==> config.mk <==
export PLATFORM = sky130hd
export DESIGN_NAME = nloop_top
export DESIGN_NICKNAME = d
export VERILOG_FILES = /design/src/rtl/nloop_pkg.sv /design/src/rtl/nloop_levels.sv /design/src/rtl/nloop_ctrl.sv /design/src/rtl/nloop_top.sv
export SDC_FILE = /design/constraint.sdc
export NUM_CORES = 1
export LEC_CHECK = 0
export ABC_AREA = 0
export CORE_MARGIN = 2
export CORE_UTILIZATION = 60
export CTS_BUF_LIST = sky130_fd_sc_hd__clkbuf_4
export DETAILED_ROUTE_END_ITERATION = 10
export DONT_BUFFER_PORTS = 1
export PLACE_DENSITY = 0.79
export SLEW_MARGIN = 15
export SYNTH_ARGS = -nofsm -noshare
export SYNTH_HDL_FRONTEND = slang
export SYNTH_SLANG_ARGS = --single-unit
==> constraint.sdc <==
create_clock -name clk -period 35.5 [get_ports clk]
set_clock_uncertainty 0.2 [all_clocks]
set_input_delay 7.1 -clock clk [delete_from_list [all_inputs] [get_ports clk]]
set_output_delay 7.1 -clock clk [all_outputs]
set_load 0.01 [all_outputs]
==> src/rtl/nloop_pkg.sv <==
package nloop_pkg;
  localparam int NL_LEVELS = 4;
  localparam int NL_PCW    = 32;
  localparam int NL_CNTW   = 16;
  localparam int NL_LVLW   = $clog2(NL_LEVELS);
  localparam int NL_DEPW   = $clog2(NL_LEVELS + 1);

  typedef enum logic [1:0] {
    PC_HOLD    = 2'd0,
    PC_START   = 2'd1,
    PC_EXIT    = 2'd2,
    PC_PASTEND = 2'd3
  } pcSel_e;

  // control -> datapath strobes for one cycle
  typedef struct packed {
    logic                reload;
    logic                dec;
    logic [NL_LVLW-1:0]  lvl;
    pcSel_e              pcSel;
  } nlStrobe_t;
endpackage

==> src/rtl/nloop_levels.sv <==
module nloop_levels
  import nloop_pkg::*;
#(
  parameter int PC_W  = NL_PCW,
  parameter int CNT_W = NL_CNTW
) (
  input  logic               clk,
  input  logic               rstN,
  input  logic               cfgWe,
  input  logic [NL_LVLW-1:0] cfgLevel,
  input  logic [PC_W-1:0]    cfgStart,
  input  logic [PC_W-1:0]    cfgEnd,
  input  logic [PC_W-1:0]    cfgExit,
  input  logic [CNT_W-1:0]   cfgCount,
  input  nlStrobe_t          strobe,
  input  logic [PC_W-1:0]    fetchPc,
  input  logic               hasTop,
  input  logic [NL_LVLW-1:0] topLvl,
  output logic [NL_LEVELS-1:0] endHit,
  output logic [NL_LEVELS-1:0] lastPass,
  output logic [NL_LEVELS-1:0] initZero,
  output logic               redirectValid,
  output logic [PC_W-1:0]    redirectPc,
  output logic [CNT_W-1:0]   topCount
);
  logic [PC_W-1:0]  startPc [NL_LEVELS];
  logic [PC_W-1:0]  endPc   [NL_LEVELS];
  logic [PC_W-1:0]  exitPc  [NL_LEVELS];
  logic [CNT_W-1:0] initCnt [NL_LEVELS];
  logic [CNT_W-1:0] liveCnt [NL_LEVELS];

  always_ff @(posedge clk) begin
    if (!rstN) begin
      for (int i = 0; i < NL_LEVELS; i++) begin
        startPc[i] <= '0;
        endPc[i]   <= '0;
        exitPc[i]  <= '0;
        initCnt[i] <= '0;
        liveCnt[i] <= '0;
      end
    end else begin
      for (int i = 0; i < NL_LEVELS; i++) begin
        if (cfgWe && cfgLevel == NL_LVLW'(i)) begin
          startPc[i] <= cfgStart;
          endPc[i]   <= cfgEnd;
          exitPc[i]  <= cfgExit;
          initCnt[i] <= cfgCount;
          liveCnt[i] <= cfgCount;
        end else if (strobe.lvl == NL_LVLW'(i)) begin
          if (strobe.reload)   liveCnt[i] <= initCnt[i];
          else if (strobe.dec) liveCnt[i] <= liveCnt[i] - 1'b1;
        end
      end
    end
  end

  // per-level compare flags for the control
  for (genvar g = 0; g < NL_LEVELS; g++) begin : gLevel
    assign endHit[g]   = (fetchPc == endPc[g]);
    assign lastPass[g] = (liveCnt[g] == CNT_W'(1));
    assign initZero[g] = (initCnt[g] == '0);
  end

  always_comb begin
    redirectValid = (strobe.pcSel != PC_HOLD);
    case (strobe.pcSel)
      PC_START:   redirectPc = startPc[strobe.lvl];
      PC_EXIT:    redirectPc = exitPc[strobe.lvl];
      PC_PASTEND: redirectPc = endPc[strobe.lvl] + 1'b1;
      default:    redirectPc = '0;
    endcase
  end

  assign topCount = hasTop ? liveCnt[topLvl] : '0;
endmodule

==> src/rtl/nloop_ctrl.sv <==
module nloop_ctrl
  import nloop_pkg::*;
(
  input  logic                 clk,
  input  logic                 rstN,
  input  logic                 fetchValid,
  input  logic                 enterReq,
  input  logic [NL_LVLW-1:0]   enterLevel,
  input  logic                 jumpReq,
  input  logic [NL_LVLW-1:0]   jumpLevel,
  input  logic                 exitCond,
  input  logic [NL_LEVELS-1:0] endHit,
  input  logic [NL_LEVELS-1:0] lastPass,
  input  logic [NL_LEVELS-1:0] initZero,
  output nlStrobe_t            strobe,
  output logic [NL_DEPW-1:0]   depth,
  output logic [NL_LVLW-1:0]   topLvl,
  output logic                 hasTop
);
  logic [NL_LVLW-1:0] stackQ [NL_LEVELS];
  logic [NL_DEPW-1:0] depthQ;
  logic [NL_LVLW-1:0] topIdx;
  logic               full, pushEn, popEn, replaceEn;

  assign hasTop = (depthQ != '0);
  assign full   = (depthQ == NL_DEPW'(NL_LEVELS));
  assign topIdx = NL_LVLW'(depthQ - 1'b1);
  assign topLvl = hasTop ? stackQ[topIdx] : '0;
  assign depth  = depthQ;

  // one event per cycle: exit > jump > enter > end match
  always_comb begin
    strobe    = '0;
    pushEn    = 1'b0;
    popEn     = 1'b0;
    replaceEn = 1'b0;
    if (hasTop && exitCond) begin
      strobe.lvl   = topLvl;
      strobe.pcSel = PC_EXIT;
      popEn        = 1'b1;
    end else if (hasTop && jumpReq) begin
      strobe.lvl = jumpLevel;
      if (initZero[jumpLevel]) begin
        strobe.pcSel = PC_PASTEND;
        popEn        = 1'b1;
      end else begin
        strobe.pcSel  = PC_START;
        strobe.reload = 1'b1;
        replaceEn     = 1'b1;
      end
    end else if (enterReq && !full) begin
      strobe.lvl = enterLevel;
      if (initZero[enterLevel]) begin
        strobe.pcSel = PC_PASTEND;
      end else begin
        strobe.pcSel  = PC_START;
        strobe.reload = 1'b1;
        pushEn        = 1'b1;
      end
    end else if (hasTop && fetchValid && endHit[topLvl]) begin
      strobe.lvl = topLvl;
      if (lastPass[topLvl]) begin
        strobe.reload = 1'b1;
        popEn         = 1'b1;
      end else begin
        strobe.dec   = 1'b1;
        strobe.pcSel = PC_START;
      end
    end
  end

  always_ff @(posedge clk) begin
    if (!rstN) begin
      depthQ <= '0;
      for (int i = 0; i < NL_LEVELS; i++) stackQ[i] <= '0;
    end else if (pushEn) begin
      stackQ[NL_LVLW'(depthQ)] <= strobe.lvl;
      depthQ <= depthQ + 1'b1;
    end else if (replaceEn) begin
      stackQ[topIdx] <= strobe.lvl;
    end else if (popEn) begin
      depthQ <= depthQ - 1'b1;
    end
  end
endmodule

==> src/rtl/nloop_top.sv <==
module nloop_top
  import nloop_pkg::*;
#(
  parameter int PC_W  = NL_PCW,
  parameter int CNT_W = NL_CNTW
) (
  input  logic               clk,
  input  logic               rstN,
  input  logic               cfgWe,
  input  logic [NL_LVLW-1:0] cfgLevel,
  input  logic [PC_W-1:0]    cfgStart,
  input  logic [PC_W-1:0]    cfgEnd,
  input  logic [PC_W-1:0]    cfgExit,
  input  logic [CNT_W-1:0]   cfgCount,
  input  logic               fetchValid,
  input  logic [PC_W-1:0]    fetchPc,
  input  logic               enterReq,
  input  logic [NL_LVLW-1:0] enterLevel,
  input  logic               jumpReq,
  input  logic [NL_LVLW-1:0] jumpLevel,
  input  logic               exitCond,
  output logic               redirectValid,
  output logic [PC_W-1:0]    redirectPc,
  output logic [NL_DEPW-1:0] loopDepth,
  output logic [NL_LVLW-1:0] topLevel,
  output logic [CNT_W-1:0]   topCount
);
  nlStrobe_t            strobe;
  logic [NL_LEVELS-1:0] endHit, lastPass, initZero;
  logic                 hasTop;

  nloop_ctrl uCtrl (
    .clk(clk), .rstN(rstN), .fetchValid(fetchValid),
    .enterReq(enterReq), .enterLevel(enterLevel),
    .jumpReq(jumpReq), .jumpLevel(jumpLevel), .exitCond(exitCond),
    .endHit(endHit), .lastPass(lastPass), .initZero(initZero),
    .strobe(strobe), .depth(loopDepth), .topLvl(topLevel), .hasTop(hasTop)
  );

  nloop_levels #(.PC_W(PC_W), .CNT_W(CNT_W)) uLevels (
    .clk(clk), .rstN(rstN), .cfgWe(cfgWe), .cfgLevel(cfgLevel),
    .cfgStart(cfgStart), .cfgEnd(cfgEnd), .cfgExit(cfgExit), .cfgCount(cfgCount),
    .strobe(strobe), .fetchPc(fetchPc), .hasTop(hasTop), .topLvl(topLevel),
    .endHit(endHit), .lastPass(lastPass), .initZero(initZero),
    .redirectValid(redirectValid), .redirectPc(redirectPc), .topCount(topCount)
  );
endmodule

# Yosys cells after proc, flatten, opt, wreduce, memory -nomap -nowiden
# Memory sizes are Yosys's and may differ from the RTL's.
# Cells that the tools add are included.
word_totals:
  n_memories: 6
  register_bits: 3
  mem_bits_rw: 520
  output_inout_bits: 54
memory_table:
  columns: ["memory", "depth", "width", "rd", "rd_ports_with_merged_regs", "wr", "line_no", "text"]
  rows:
  - ["uLevels.endPc", 4, 32, 5, 0, 4, "nloop_levels.sv:27", "logic [PC_W-1:0] endPc [NL_LEVELS];"]
  - ["uLevels.exitPc", 4, 32, 1, 0, 4, "nloop_levels.sv:28", "logic [PC_W-1:0] exitPc [NL_LEVELS];"]
  - ["uLevels.startPc", 4, 32, 1, 0, 4, "nloop_levels.sv:26", "logic [PC_W-1:0] startPc [NL_LEVELS];"]
  - ["uLevels.initCnt", 4, 16, 4, 0, 4, "nloop_levels.sv:29", "logic [CNT_W-1:0] initCnt [NL_LEVELS];"]
  - ["uLevels.liveCnt", 4, 16, 5, 0, 4, "nloop_levels.sv:30", "logic [CNT_W-1:0] liveCnt [NL_LEVELS];"]
  - ["uCtrl.stackQ", 4, 2, 1, 0, 4, "nloop_ctrl.sv:20", "logic [NL_LVLW-1:0] stackQ [NL_LEVELS];"]
op_classes:
  addsub: 7
  n_lt_le_gt_ge: 3
  reduce_logical: 22
  bitwise: 28
  n_mux: 129
  n_eq_ne: 19
op_table:
  columns: ["operator", "n"]
  rows:
  - ["2-to-1 mux 32 bit", 12]
  - ["2-to-1 mux 16 bit", 17]
  - ["== test 32 bit", 4]
  - ["case mux 32 bit (3 select lines)", 1]
  - ["2-to-1 mux 1 bit", 80]
  - ["== test 16 x 1 -> 1 bit (second input constant)", 4]
  - ["logical NOT 16 bit", 4]
  - ["subtractor 16 x 1 -> 16 bit (second input constant)", 4]
  - ["adder 32 x 1 -> 32 bit (second input constant)", 1]
  - ["bitwise OR 1 bit", 28]
  - ["2-to-1 mux 2 bit", 8]
  - ["== test 2 bit (second input constant)", 6]
  - ["2-to-1 mux 4 bit", 3]
  - ["logical AND 1 bit", 9]
  - ["less-than comparator 2 x 3 -> 1 bit (second input constant)", 3]
  - ["2-to-1 mux 3 bit", 3]
  - ["binary-select mux 1 bit (select 2 bit)", 4]
  - ["== test 2 x 1 -> 1 bit (second input constant)", 3]
  - ["2-to-1 mux 6 bit", 1]
  - ["logical NOT 2 bit", 2]
  - ["nonzero test 2 bit", 2]
  - ["OR reduction 2 bit", 2]
  - ["adder 3 x 1 -> 3 bit (second input constant)", 1]
  - ["== test 3 bit (second input constant)", 1]
  - ["5 further kinds", 5]

# Depth between registers and ports, before layout
# Gate-level depths: netlist of run 1.
# An unclocked memory read counts as a cell.
logic_depth:
  word_depth: 17
  mapped_depth: 24

# Modules after synthesis
# Synthesis of run 1 repeated with hierarchy kept, for this count alone.
unflattened:
  cells_unflattened: 2000
  area_unflattened_um2: 26967.1
by_module_without_submodules:
  columns: ["mod", "cells_per_inst", "instances", "area_per_inst_um2", "seq_area_each_um2"]
  rows:
  - ["nloop_levels", 1878, 1, 25912.4, 15374.7]
  - ["nloop_ctrl", 122, 1, 1054.8, 300.3]

# Worst setup path before layout of run 1
# No wires, ideal clock.
synth_timing:
  path_type: "input -> output"
  from: "in jumpReq"
  to: "out redirectPc[30]"
  path_buffers: 7
  arrival_time_ns: 11.194
  required_ns: 28.200
  setup_slack_ns: 17.006
  cell_stages: 20
  path_cell_list: "clkbuf_1 -> nand2_1 -> o31ai_1 -> nor2_1 -> a32oi_2 -> and2_1 -> buf_4 -> buf_4 -> buf_4 -> clkbuf_1 -> buf_1 -> buf_1 -> nand2_1 -> o21ai_0 -> ha_1 -> o211ai_1 -> nor3_2 -> nand4_2 -> or4_1 -> nand4_1"
synth_between:
  elab_chain_cells: 6
  elab_cells_between_ends: 11
  cone_classes: "add/sub: 1; eq/ne: 3; mux: 3; reduce/logical: 1; memory: 3"
synth_rtl:
  columns: ["element", "line_no", "text"]
  rows:
  - ["start, declared", "nloop_top.sv:19", "input logic jumpReq,"]
  - ["logical AND 1 bit *", "nloop_ctrl.sv:41", "end else if (hasTop && jumpReq) begin"]
  - ["2-to-1 mux 4 bit *", "nloop_ctrl.sv:41", null]
  - ["2-to-1 mux 4 bit *", "nloop_ctrl.sv:37", "if (hasTop && exitCond) begin"]
  - ["memory (4 x 32 bit)", null, null]
  - ["adder 32 x 1 -> 32 bit", "nloop_levels.sv:69", "PC_PASTEND: redirectPc = endPc[strobe.lvl] + 1'b1;"]
  - ["case mux 32 bit (3 select lines) *", "nloop_levels.sv:66", "case (strobe.pcSel)"]
  - ["end, declared", "nloop_top.sv:23", "output logic [PC_W-1:0] redirectPc,"]
# Mark *: on every way between the ends. The rest lies on a longest branch, timed or not.

# Worst setup path after layout of run 1
layout_timing:
  from: "in fetchPc[1]"
  to: "out redirectPc[30]"
layout_between:
  elab_chain_cells: 11
  elab_cells_between_ends: 19
  cone_classes: "add/sub: 1; eq/ne: 7; mux: 7; reduce/logical: 1; memory: 3"
layout_rtl:
  columns: ["element", "line_no", "text"]
  rows:
  - ["start, declared", "nloop_top.sv:16", "input logic [PC_W-1:0] fetchPc,"]
  - ["== test 32 bit", "nloop_levels.sv:59", "assign endHit[g] = (fetchPc == endPc[g]);"]
  - ["binary-select mux 1 bit (select 2 bit) *", "nloop_ctrl.sv:60", "end else if (hasTop && fetchValid && endHit[topLvl]) begin"]
  - ["2-to-1 mux 1 bit (not written as such) *", "nloop_ctrl.sv:60", null]
  - ["logical AND 1 bit *", "nloop_ctrl.sv:60", null]
  - ["2-to-1 mux 6 bit *", "nloop_ctrl.sv:60", null]
  - ["2-to-1 mux 4 bit *", "nloop_ctrl.sv:51", "end else if (enterReq && !full) begin"]
  - ["2-to-1 mux 4 bit *", "nloop_ctrl.sv:41", null]
  - ["2-to-1 mux 4 bit *", "nloop_ctrl.sv:37", null]
  - ["memory (4 x 32 bit)", null, null]
  - ["adder 32 x 1 -> 32 bit", "nloop_levels.sv:69", null]
  - ["case mux 32 bit (3 select lines) *", "nloop_levels.sv:66", null]
# Mark *: on every way between the ends. The rest lies on a longest branch, timed or not. The select of a mux whose other input is x is not followed.

==> impl_results.md, run 1 <==
* Setup Fix Bufs, Post-CTS at 0
* Final setup TNS at 0 ps
* Tot GR Track Use at 0.373
* Synth-to-Final Area Change at 7.68%
* Width of the chip at 223 µm
* GPL Wtd Cong at 1.02
* Met3 global-route usage at 0.137
* CTS max path bufs at 3
* HP Start: uLevels.initCnt[0][40]
* Crit path cell chain: xnor2_1, nand4_1, nor3_1, a32oi_2, nand2_4, buf_4, nand4_1, o22ai_1, nor4b_4, nand4_2, or4_1, nand4_1
* Max IR drop VDD at 0.0529 mV
* Most common cell in the netlist: edfxtp_1
* Layout Utilization at 0.651
* Final worst slack at 15120 ps
* Pwr dens at 67.7 mW/mm²
* HPWL Detailed at 61800 µm
* Post-synth cell types at 87
* Root Driver: clkbuf_4
* Most numerous cell on the critical path: nand4_1
* Detailed Route WL at 93000 µm
* WP buf/inv at 1
* Met2 Resource Use GR at 0.562
* Worst slew pin tran at 1190 ps
* Setup CP Type: input port to primary output
* CP Capture Type: primary output
* Number of vias per cell at 6.55
* Initial antenna violation count at 3
* Drt pass-1 iters at 6
* Endpoints failing hold at 0
* Yosys reg bits at 523
* Vias at 22500
* Number of flops mapped to enable cells by yosys at 520
* Setup WS pre-CTS at 15340 ps
* Slew margin rel. at 0.205
* Synth top area share at 0.544
* Busiest grt layer: met2
* Synthesized instance count at 2692
* Nets at 2877
* Non-Filler Instances at 3428
* Critical Path Source Type: input port
* Top cells by count, synth: 520 x edfxtp_1, 454 x and2_1, 381 x nand2_1
* Crit share post-route at 0.574
* Hold Path Class: flop to flop
* Htree depth at 4
* Mapped Nets at 2861
* Grt total ovfl at 0
* Routed Antenna Nets at 0
* Top cell type by total area after synthesis: edfxtp_1
* Avg Cell Area, Syn at 10.7 µm²
* Hold Slack at 358 ps
* FMAX at 49.1 MHz
* DR WL/cell at 27.1 µm
* CP arrival at 13080 ps
* Design area at 0.0309 mm²
* Critical Path RT at 28200 ps
* Top cells by area, synth: edfxtp_1 54%, and2_1 9.9%, nand2_1 5.0%
* Dpl cell area at 0.0292 mm²
* CTS tree: built
* Initial core utilization at 0.605
* Final Max Slew Viols at 0
* RR Startpoint: uCtrl.depth[0]
* Largest net degree at the start of global routing at 116
* Die area at 0.0496 mm²
* Worst-path clk slew at 60 ps
* Ports at 211
* Crit-path max FO at 60
* Maxcap violations at 0
* Min Tclk post-route at 20380 ps
* DRT iter0 DRCs at 3034
* Register area share after synthesis at 0.546
* Rows at 80
* Drc violations at 0
* Fraction of registers with async set/reset at 0
* GRT met1 Usage at 0.485
* CP max stage delay at 820 ps
* Tot Pwr at 2.09 mW
* Finish-stage setup viols at 0
* Synth warnings at 0
* Main synth FF type: edfxtp_1
* Clock latency on the worst-skew pair at 980 ps
* CTS Sinks at 523
* Core ar. at 0.0474 mm²
* Die Height at 223 µm
* TritonCTS buffer count at 139
* Cts repair resizes at 0
* Cts hold-fix bufs at 0
* Syn Std Cell Area at 0.0287 mm²
* First-pass GRT wire length at 137000 µm
* IO buf count at 0
* Leakage power at 11.6 nW
* Status: finished clean
* RSZ-0062 raised after global routing: false
* Layout cells sized above 1 at 0.113
* Top cell family by delay on the critical path: simple AND/OR/NAND/NOR gates
* Vias in the first global route at 21800
* CP max stage cell: nor4b_4
* Placed Instances at 3182
* CP startpoint: fetchPc[1]
routing by layer:
metal	vias to the layer above	wire, µm
li1	9793	-
met3	228	12700
met5	-	13
met2	1568	41700
met1	10900	34800
met4	2	3810
power breakdown:
part / switching (mW) / internal, mW / total (mW) / leakage (nW)
clock network: 0.259 / 0.261 / 0.520 / 1.02
registers: 0.0466 / 0.742 / 0.789 / 5.19
logic: 0.554 / 0.228 / 0.782 / 5.44
total: 0.859 / 1.23 / 2.09 / 11.6
area by class of cell:
type	count	area, µm²
Timing Repair Buffer	36	295
Tap cell	615	769
Inverter	26	97.6
Antenna cell	2	5.00
Clock buffer	202	1520
Fill cell	3727	16500
Clock inverter	42	171
Sequential cell	523	15700
Multi-Input combinational cell	1982	12400
state kept, by name (all words and copies together), names as in the netlist:
| name | flops |
|---|---|
| uCtrl.depth | 3 |
| uLevels.endPc | 128 |
| uLevels.liveCnt | 64 |
| uLevels.startPc | 128 |
| uLevels.initCnt | 64 |
| uLevels.exitPc | 128 |
| uCtrl.stackQ | 8 |
final timing paths:
kind	to	slack, ps	cells past startpoint
min reg2reg	uLevels.liveCnt[2][8]	360	1
min	uLevels.liveCnt[2][8]	360	1
max	redirectPc[30]	15120	12
max reg2reg	uLevels.liveCnt[3][1]	28100	13
kinds of logic (layout without fill, tap and decap cells):
kind of cell | Yosys count | after routing | share of synthesized area
flip-flops | 523 | 523 | 0.546
XOR/XNOR | 203 | 203 | 0.0619
multiplexers | 65 | 65 | 0.0249
AND/OR/NAND/NOR | 1398 | 1398 | 0.254
adder cells (fa/ha/maj) | 12 | 12 | 0.00523
buffers and inverters | 187 | 306 | 0.0264
AO/OA/AOI/OAI | 304 | 304 | 0.0810
other | 0 | 2 | 0
cell usage in the layout (no fill, tap or decap), types with 34 or more instances in the layout:
cell / count
nand3_1: 157
nand2_1: 379
a211o_1: 49
nand4_1: 42
clkbuf_4: 202
mux2i_1: 41
xor2_1: 92
nor3_1: 41
buf_4: 34
a21oi_1: 42
and2_1: 453
nor4_1: 48
edfxtp_1: 520
nor2_1: 163
xnor2_1: 111
(Power assumes the default switching activity.)
==> run 2, diff against run 1 <==
Clock period 35.5 ns to 20.9 ns, I/O delays scaled along.
==> run 2 against run 1 <==
Net effect: die area is the same; critical endpoint unchanged; first-iteration DRC count grew 1.6%; largest cell class unchanged; cell count shrank 0.12%.
==> impl_results.md, run 2 (synthesized netlist as in run 1, its figures left out) <==
* Status: finished clean
* Worst slew pin tran at 1250 ps
* Most common cell after layout, fill and taps aside: edfxtp_1
* Die area at 0.0496 mm²
* Maxcap violations at 0
* Drc violations at 0
* Final Max Slew Viols at 0
* Final setup TNS at 0 ps
* Width of the chip at 223 µm
* CTS Sinks at 523
* Critical Path Source Type: input port
* Layout cells sized above 1 at 0.112
* Grt total ovfl at 0
* Final worst slack at 6410 ps
* Setup Fix Bufs, Post-CTS at 0
* IO buf count at 0
* Max IR drop VDD at 0.0713 mV
* Drt pass-1 iters at 8
* Cts hold-fix bufs at 0
* Htree depth at 4
* Critical Path RT at 16520 ps
* Non-Filler Instances at 3424
* Slew margin rel. at 0.165
* TritonCTS buffer count at 140
* Placed Instances at 3183
* Ports at 211
* HPWL Detailed at 61900 µm
* Die Height at 223 µm
* Crit-path max FO at 60
* Top Registers: uLevels.endPc (128), uLevels.exitPc (128), uLevels.startPc (128)
* Rows at 80
* CP Capture Type: primary output
* DR WL/cell at 27.1 µm
* Hold Path Class: flop to flop
* Setup WS pre-CTS at 6600 ps
* First-pass GRT wire length at 137000 µm
* Number of vias per cell at 6.55
* Tot GR Track Use at 0.374
* Nets at 2879
* FF-to-FF path depth at 13
* Clock latency on the worst-skew pair at 1030 ps
* Finish-stage setup viols at 0
* CP arrival at 10110 ps
* Vias in the first global route at 21500
* Crit share post-route at 0.693
* Endpoints failing hold at 0
* Pwr dens at 116 mW/mm²
* Setup CP Type: input port to primary output
* CTS max path bufs at 3
* Largest net degree at the start of global routing at 115
* CTS tree: built
* GPL Wtd Cong at 1.01
* FMAX at 69.0 MHz
* Worst-path clk slew at 70 ps
* Layout Utilization at 0.653
* Initial core utilization at 0.605
* Min Tclk post-route at 14490 ps
* Most frequent cells in the layout: 520 x edfxtp_1, 453 x and2_1, 379 x nand2_1, 191 x clkbuf_4, 163 x nor2_1
* Routed Antenna Nets at 0
* Tot Pwr at 3.60 mW
* Cts repair resizes at 0
* Leakage power at 11.7 nW
* Cell depth of the worst hold path at 1
* Synth-to-Final Area Change at 8.00%
* Vias at 22400
* RSZ-0062 raised after global routing: false
* Detailed Route WL at 92700 µm
* Root Driver: clkbuf_4
* DRT iter0 DRCs at 3082
* Initial antenna violation count at 2
* Core ar. at 0.0474 mm²
run 2: area by class of cell:
type	instances	area, µm²
inverter	26	97.6
clock buffer	191	1430
sequential	523	15700
clock inverter	47	348
multi-input combinational	1982	12400
fill	3691	16400
antenna	3	7.51
tap	615	769
timing repair buffer	37	290
run 2: final timing paths:
kind / slack [ps] / endpoint / start
worst min register to register: 370 / uLevels.liveCnt[1][4] / uLevels.initCnt[0][20]
worst min-delay path: 370 / uLevels.liveCnt[1][4] / uLevels.initCnt[0][20]
worst max-delay path: 6410 / redirectPc[30] / fetchPc[1]
worst max register to register: 13450 / uLevels.liveCnt[3][13] / uCtrl.depth[0]
run 2: power by group:
part           internal [mW]  switching [mW]  total (mW)  leakage [nW]
Sequential              1.26          0.0791        1.34          5.19
Combinational          0.387           0.937        1.32          5.44
Clock                  0.497           0.438       0.934          1.05
Total                   2.14            1.45        3.60          11.7
run 2: critical path, cell delays in order:
cell     delay [ps]
xnor2_1         260
nand4_1         130
nor3_1          700
a32oi_2         590
nand2_4         710
buf_4           700
nand4_1         220
o22ai_1         590
nor4b_4         810
nand4_2         400
or4_1           490
nand4_1         240
run 2: per-stage QoR:
stage	hold slack [ps]	area [µm²]
after floorplan	330	28700
after global placement	338	29200
after detailed placement	344	29200
after CTS	362	31000
after global routing	383	31000
final	366	31000
run 2: per-layer routing:
layer  track usage  wire [µm]  up-vias
li1              -          -     9780
met1         0.497      34900    10900
met2         0.550      41100     1520
met3         0.135      12600      218
met4         0.173       4000        2
met5       0.00978         67        -
